**src/rtl/ssrx_pkg.sv**
```systemverilog
package ssrx_pkg;
  localparam int unsigned SSRX_BYTE_W  = 8;
  localparam int unsigned SSRX_SYNC_N  = 2;
  function automatic int unsigned ssrx_cnt_w(input int unsigned data_w);
    return $clog2(data_w + 1);
  endfunction
endpackage

```
**src/rtl/ssrx_sync.sv**
```systemverilog
module ssrx_sync #(
  parameter int unsigned W      = 2,
  parameter int unsigned STAGES = 2
) (
  input  logic         clk,
  input  logic         rst_n,
  input  logic [W-1:0] d,
  input  logic [W-1:0] rst_val,
  output logic [W-1:0] q
);
  logic [W-1:0] stage [STAGES];

  for (genvar i = 0; i < STAGES; i++) begin : g_stage
    always_ff @(posedge clk or negedge rst_n) begin
      if (!rst_n) stage[i] <= rst_val;
      else if (i == 0) stage[i] <= d;
      else stage[i] <= stage[(i == 0) ? 0 : i-1];
    end
  end

  assign q = stage[STAGES-1];
endmodule

```
**src/rtl/ssrx_shift.sv**
```systemverilog
module ssrx_shift #(
  parameter int unsigned DATA_W = 8,
  localparam int unsigned CNT_W = ssrx_pkg::ssrx_cnt_w(DATA_W)
) (
  input  logic          clk,
  input  logic          rst_n,
  input  logic          run,
  input  logic          nine,
  input  logic          ck,
  input  logic          dat,
  output logic          done,
  output logic [DATA_W:0] word
);
  logic             ck_d;
  logic             fall;
  logic             last;
  logic [CNT_W-1:0] cnt;
  logic [DATA_W:0]  shreg;
  logic [DATA_W:0]  nxt;

  always_ff @(posedge clk or negedge rst_n) begin
    if (!rst_n) ck_d <= 1'b0;
    else ck_d <= ck;
  end

  assign fall = ck_d & ~ck;
  assign last = nine ? (cnt == CNT_W'(DATA_W)) : (cnt == CNT_W'(DATA_W-1));

  always_comb begin
    nxt      = shreg;
    nxt[cnt] = dat;
  end

  assign done = run & fall & last;
  assign word = {nxt[DATA_W] & nine, nxt[DATA_W-1:0]};

  always_ff @(posedge clk or negedge rst_n) begin
    if (!rst_n) begin
      cnt   <= '0;
      shreg <= '0;
    end else if (!run) begin
      cnt   <= '0;
      shreg <= '0;
    end else if (fall) begin
      if (last) begin
        cnt   <= '0;
        shreg <= '0;
      end else begin
        cnt   <= cnt + 1'b1;
        shreg <= nxt;
      end
    end
  end
endmodule

```
**src/rtl/ssrx_hold.sv**
```systemverilog
module ssrx_hold #(
  parameter int unsigned DATA_W = 8
) (
  input  logic              clk,
  input  logic              rst_n,
  input  logic              en,
  input  logic              done,
  input  logic [DATA_W:0]   word,
  input  logic              ready,
  output logic              valid,
  output logic [DATA_W-1:0] data,
  output logic              bit9,
  output logic              overrun
);
  logic pop;
  assign pop = valid & ready;

  always_ff @(posedge clk or negedge rst_n) begin
    if (!rst_n) begin
      valid   <= 1'b0;
      data    <= '0;
      bit9    <= 1'b0;
      overrun <= 1'b0;
    end else begin
      if (done) begin
        if (valid && !pop) begin
          overrun <= 1'b1;
        end else begin
          valid <= 1'b1;
          data  <= word[DATA_W-1:0];
          bit9  <= word[DATA_W];
        end
      end else if (pop) begin
        valid <= 1'b0;
      end
      if (!en) overrun <= 1'b0;
    end
  end
endmodule

```
**src/rtl/sync_slave_rx.sv**
```systemverilog
module sync_slave_rx #(
  parameter int unsigned DATA_W = ssrx_pkg::SSRX_BYTE_W,
  parameter int unsigned SYNC_N = ssrx_pkg::SSRX_SYNC_N
) (
  input  logic              clk,
  input  logic              rst_n,
  input  logic              cfg_en,
  input  logic              cfg_single_req,
  input  logic              cfg_nine,
  input  logic              cfg_clk_inv,
  input  logic              cfg_dat_inv,
  input  logic              cfg_irq_en,
  input  logic              ser_clk,
  input  logic              ser_dat,
  output logic              out_valid,
  input  logic              out_ready,
  output logic [DATA_W-1:0] out_data,
  output logic              out_bit9,
  output logic              stat_overrun,
  output logic              stat_framing,
  output logic              irq
);
  logic [1:0]      ser_sync;
  logic            eff_ck;
  logic            eff_dat;
  logic            run;
  logic            done;
  logic [DATA_W:0] word;
  logic            unused_single;

  assign unused_single = cfg_single_req;

  ssrx_sync #(.W(2), .STAGES(SYNC_N)) u_sync (
    .clk     (clk),
    .rst_n   (rst_n),
    .d       ({ser_dat, ser_clk}),
    .rst_val (2'b00),
    .q       (ser_sync)
  );

  assign eff_ck  = ser_sync[0] ^ cfg_clk_inv;
  assign eff_dat = ser_sync[1] ^ cfg_dat_inv;
  assign run     = cfg_en & ~stat_overrun;

  ssrx_shift #(.DATA_W(DATA_W)) u_shift (
    .clk  (clk),
    .rst_n(rst_n),
    .run  (run),
    .nine (cfg_nine),
    .ck   (eff_ck),
    .dat  (eff_dat),
    .done (done),
    .word (word)
  );

  ssrx_hold #(.DATA_W(DATA_W)) u_hold (
    .clk    (clk),
    .rst_n  (rst_n),
    .en     (cfg_en),
    .done   (done),
    .word   (word),
    .ready  (out_ready),
    .valid  (out_valid),
    .data   (out_data),
    .bit9   (out_bit9),
    .overrun(stat_overrun)
  );

  assign stat_framing = 1'b0;
  assign irq          = out_valid & cfg_irq_en;
endmodule

```
**config.mk**
```make
export PLATFORM = sky130hd
export DESIGN_NAME = sync_slave_rx
export DESIGN_NICKNAME = d
export VERILOG_FILES = /design/src/rtl/ssrx_pkg.sv /design/src/rtl/ssrx_sync.sv /design/src/rtl/ssrx_shift.sv /design/src/rtl/ssrx_hold.sv /design/src/rtl/sync_slave_rx.sv
export SDC_FILE = /design/constraint.sdc
export NUM_CORES = 1
export LEC_CHECK = 0
export BUFFER_PORTS_ARGS = -buffer_cell sky130_fd_sc_hd__buf_2
export CORE_MARGIN = 2
export CORE_UTILIZATION = 50
export DETAILED_ROUTE_END_ITERATION = 6
export PLACE_DENSITY_LB_ADDON = 0.1
export SLEW_MARGIN = 20
export SYNTH_ARGS = -nofsm -noshare
export SYNTH_HDL_FRONTEND = slang
export SYNTH_SLANG_ARGS = --single-unit
```
**constraint.sdc**
```tcl
create_clock -name clk -period 4 [get_ports clk]
set_clock_uncertainty 0.1 [all_clocks]
set_input_delay 1.2 -clock clk [delete_from_list [all_inputs] [get_ports clk]]
set_output_delay 1.2 -clock clk [all_outputs]
set_load 0.02 [all_outputs]
```
Word-level counts from Yosys, hierarchy flattened --
Cells that the tools add are included. Widths: inputs -> output; s select.
Storage, ports and cells: register bits after elaboration 29, output and inout port bits 13, word-level logic and storage cells 53
Cells by class: add/sub/neg operators 1, magnitude comparators 2, equal/unequal tests 6, muxes and demuxes 16, bitwise gates (word level) 12, reduce and logical (&&, ||, !) cells 7
Operator list (number):
- $mux 9 | 3
- $mux 4 | 3
- $bwmux 9 | 1
- $mux 1 | 8
- $and 1x1->1 | 7
- $reduce_and 2->1 | 3
- $lt 4x5->1 const B | 1
- $add 4x1->4 const B | 1
- $demux 1 s4 | 1
- $eq 4x3->1 const B | 1
- $eq 4x4->1 const B | 1
- $ge 4x1->1 const B | 1
- $ne 2x1->1 const B | 2
- $ne 2x2->1 const B | 2
- $not 1->1 | 3
- $logic_and 1x1->1 | 2
- $reduce_bool 2->1 | 1
- $xor 1x1->1 | 2
- $logic_not 1->1 | 1

Longest topological paths before layout --
word-level depth 8, depth in mapped cells 6

Worst setup path after synthesis --
No wires, ideal clock.
path type input-to-output, start input port cfg_irq_en, end output port irq, arrival time 1416 ps, data required time 2700 ps, slack 1284 ps, stages on the path 1, cell sequence and2_1
On the way: longest elaborated chain between the ends 1
Ends and longest elaborated chain:
- start, declared | RTL line sync_slave_rx.sv:12 | input logic cfg_irq_en,
- $and 1x1->1 | RTL line sync_slave_rx.sv:70 | assign irq = out_valid & cfg_irq_en;
- end, declared | RTL line sync_slave_rx.sv:21 | output logic irq
No other way between the ends.

Worst setup path after layout --
Ends and elaborated chain as after synthesis.

==> impl_metrics.json <==
{
  "netlist_area_sq_um": 1366,
  "vias": 926,
  "nFillCells": 238,
  "antenna_found_initial": 0,
  "layout_commonest_cell": "dfrtp_1",
  "fin_crit_sh_pct": 71.84,
  "die-area_sq_um": 3167,
  "end_kind": "output pin",
  "startpoint_type": "input port",
  "finalMaxSlewViolations": 0,
  "max_freq_mhz": 348.0,
  "root_buffer": "clkbuf_4",
  "ios": 24,
  "arrival_ps": 1570,
  "final_cell_mix": "dfrtp_1, buf_2, nand2_1",
  "drive_gt1_share_pct": 25.87,
  "postRouteAntennaNets": 0,
  "wl_met2_mm": 1.139,
  "ys_seq_area_share_pct": 53.11,
  "start_util_pct": 54.17,
  "drt_pass1_iterations": 4,
  "path_common_cell": "buf_2",
  "highest_layer": "met4",
  "diodes": 0,
  "yosysWarnings": 0,
  "path_cells": "buf_2 > and2_1 > buf_2",
  "wire_per_inst_microns": 14.29,
  "hpwl_mm": 1.705,
  "wl_met1_mm": 1.145,
  "synth_fp_nets": 131,
  "syn_inst": 116,
  "tightest_slew_ps": 628.1,
  "slowest_delay_ps": 150,
  "grt_pass1_wl_mm": 4.457,
  "cp-startpoint": "cfg_irq_en",
  "synth-seq-cells": 29,
  "fin_nets": 157,
  "multi_input_area_sq_um": 598.1,
  "hold_slack_ps": 259.1,
  "path_clk_slew_ps": 80,
  "r2r_start": "u_shift.cnt[2]",
  "timing.max_cap.violations": 0,
  "regArea_sq_um": 725.7,
  "hold_buffers": 0,
  "wl_mm": 2.473,
  "p_leak_nw": 0.8267,
  "clockBufferDepth": 2,
  "drtIter0Drc": 15,
  "rsz0062_at_grt": "false",
  "grt_pass1_vias": 954,
  "syn_to_final_growth_pct": 14.65,
  "yosys.area.top_type": "dfrtp_1",
  "cts_setup_buffers": 0,
  "min_period_ps": 2873,
  "die_h_microns": 56.28,
  "dp_slack_ps": 1126,
  "final.setup.tns_ps": 0,
  "fp.dieW_microns": 56.28,
  "status": "finished, final reports clean",
  "routed_via_density": 5.353,
  "finalWorstSetupSlack_ps": 1127,
  "maxSlewHeadroom_pct": 58.12,
  "hp-class": "reg -> reg",
  "cp_slowest_cell": "buf_2",
  "clk_latency_ps": 330,
  "synth.area.top_cells": "dfrtp_1, mux2i_1, mux2_4",
  "cts_max_level": 2,
  "core_area_sq_um": 2522,
  "setup_viol": 0,
  "cts_made_buffers": 5,
  "wl_met3_microns": 128,
  "yosysUniqueCellTypes": 30,
  "timing.hold.worst.start": "u_sync.stage[2]",
  "rows": 18,
  "finalHoldViolations": 0,
  "path_max_fanout": 1,
  "yosysTopAreaCellShare_pct": 53.11,
  "overflow": 0,
  "track_usage_pct": 18.39,
  "drc": 0,
  "avgSynthCellArea_sq_um": 11.78,
  "path_class": "in -> out",
  "cts_resized": 0,
  "power.density_nw_per_um2": 353.2,
  "io_buffers": 21,
  "tritoncts": "yes",
  "cts_sinks": 29,
  "grt_max_degree": 30,
  "required_ps": 2700,
  "vdd_drop_max_mv": 0.2690,
  "gp_congestion": 0.7902
}
==> per-stage QoR <==
step | util [%] | instances | power (mW) | cell area [sq um]
final | 62.10 | 173 | 0.5533 | 1567
after global routing | 62.10 | 173 | 0.5830 | 1567
after CTS | 62.10 | 173 | 0.5614 | 1567
after detailed placement | 59.33 | 165 | 0.3581 | 1496
after global placement | 59.33 | 165 | 0.3560 | 1496
after floorplan | - | 116 | 0.3395 | 1366
==> routing by layer <==
layer | track usage [%] | vias to the layer above
li1 | - | 454
met1 | 24.47 | 442
met2 | 26.72 | 22
met3 | 6.682 | 8
met4 | 8.503 | 0
met5 | 0 | -
==> final timing paths <==
check / slack (ps) / cells after the start / end
max in group asynchronous: 2600 / 1 / u_shift.ck_d
max: 1130 / 3 / irq
min in group asynchronous: 780 / 1 / u_shift.cnt[2]
min: 260 / 0 / u_sync.q[0]
min reg2reg: 260 / 0 / u_sync.q[0]
max reg2reg: 2160 / 4 / u_hold.bit9
==> Yosys cell counts <==
cell type / count
a21oi_1: 4
mux2i_1: 9
nand3_4: 1
inv_1: 8
a31oi_1: 4
o21ai_1: 1
nand4b_1: 1
nor2_1: 2
nor3_2: 1
buf_2: 1
o22ai_4: 1
a22o_1: 5
and2_1: 1
nor2b_1: 3
mux2_4: 5
nand2_1: 14
buf_4: 1
nand4bb_1: 1
xor2_1: 3
a221o_1: 1
dfrtp_1: 29
nand3b_1: 2
ha_1: 4
conb_1: 1
nor4bb_1: 1
nand2b_1: 2
o21ai_0: 7
nand3_1: 1
o211a_1: 1
xnor2_1: 1
==> worst max-delay path, delay by kind of cell <==
family        cells  cell delay, ps
buf+inv           2             240
simple gates      1             130
==> logic make-up after synthesis <==
| kind of cell | after synthesis | synth area share (%) |
|---|---|---|
| AOI/OAI and AO/OA | 24 | 12.36 |
| xor gates and xnor gates | 4 | 2.565 |
| adders and majority gates | 4 | 3.663 |
| buffers and inverters | 10 | 3.113 |
| DFF | 29 | 53.11 |
| muxes | 14 | 12.09 |
| other | 1 | 0.2745 |
| and+or+nand+nor | 30 | 12.82 |
==> where the power goes <==
| part | switching, mW | internal, mW |
|---|---|---|
| Clock | 0.100 | 0.102 |
| Combinational | 0.0297 | 0.0156 |
| Sequential | 0.00679 | 0.299 |
==> final cells by class <==
cell class / instances / area share [%]
repair buffers: 21 / 6.709
inverters: 8 / 1.917
clock inverters: 1 / 0.3195
flip-flops and latches: 29 / 46.33
multi-input cells: 77 / 38.18
clock buffers: 7 / 4.153
well taps: 30 / 2.396
==> flip-flops by register name, indices dropped and copies added, names as in the netlist <==
register	count
u_hold.valid	1
u_hold.data	8
u_shift.cnt	4
u_sync.stage	2
u_sync.q	2
u_hold.overrun	1
u_shift.ck_d	1
u_hold.bit9	1
u_shift.shreg	9
No activity file was read; power rests on OpenSTA's default activity.
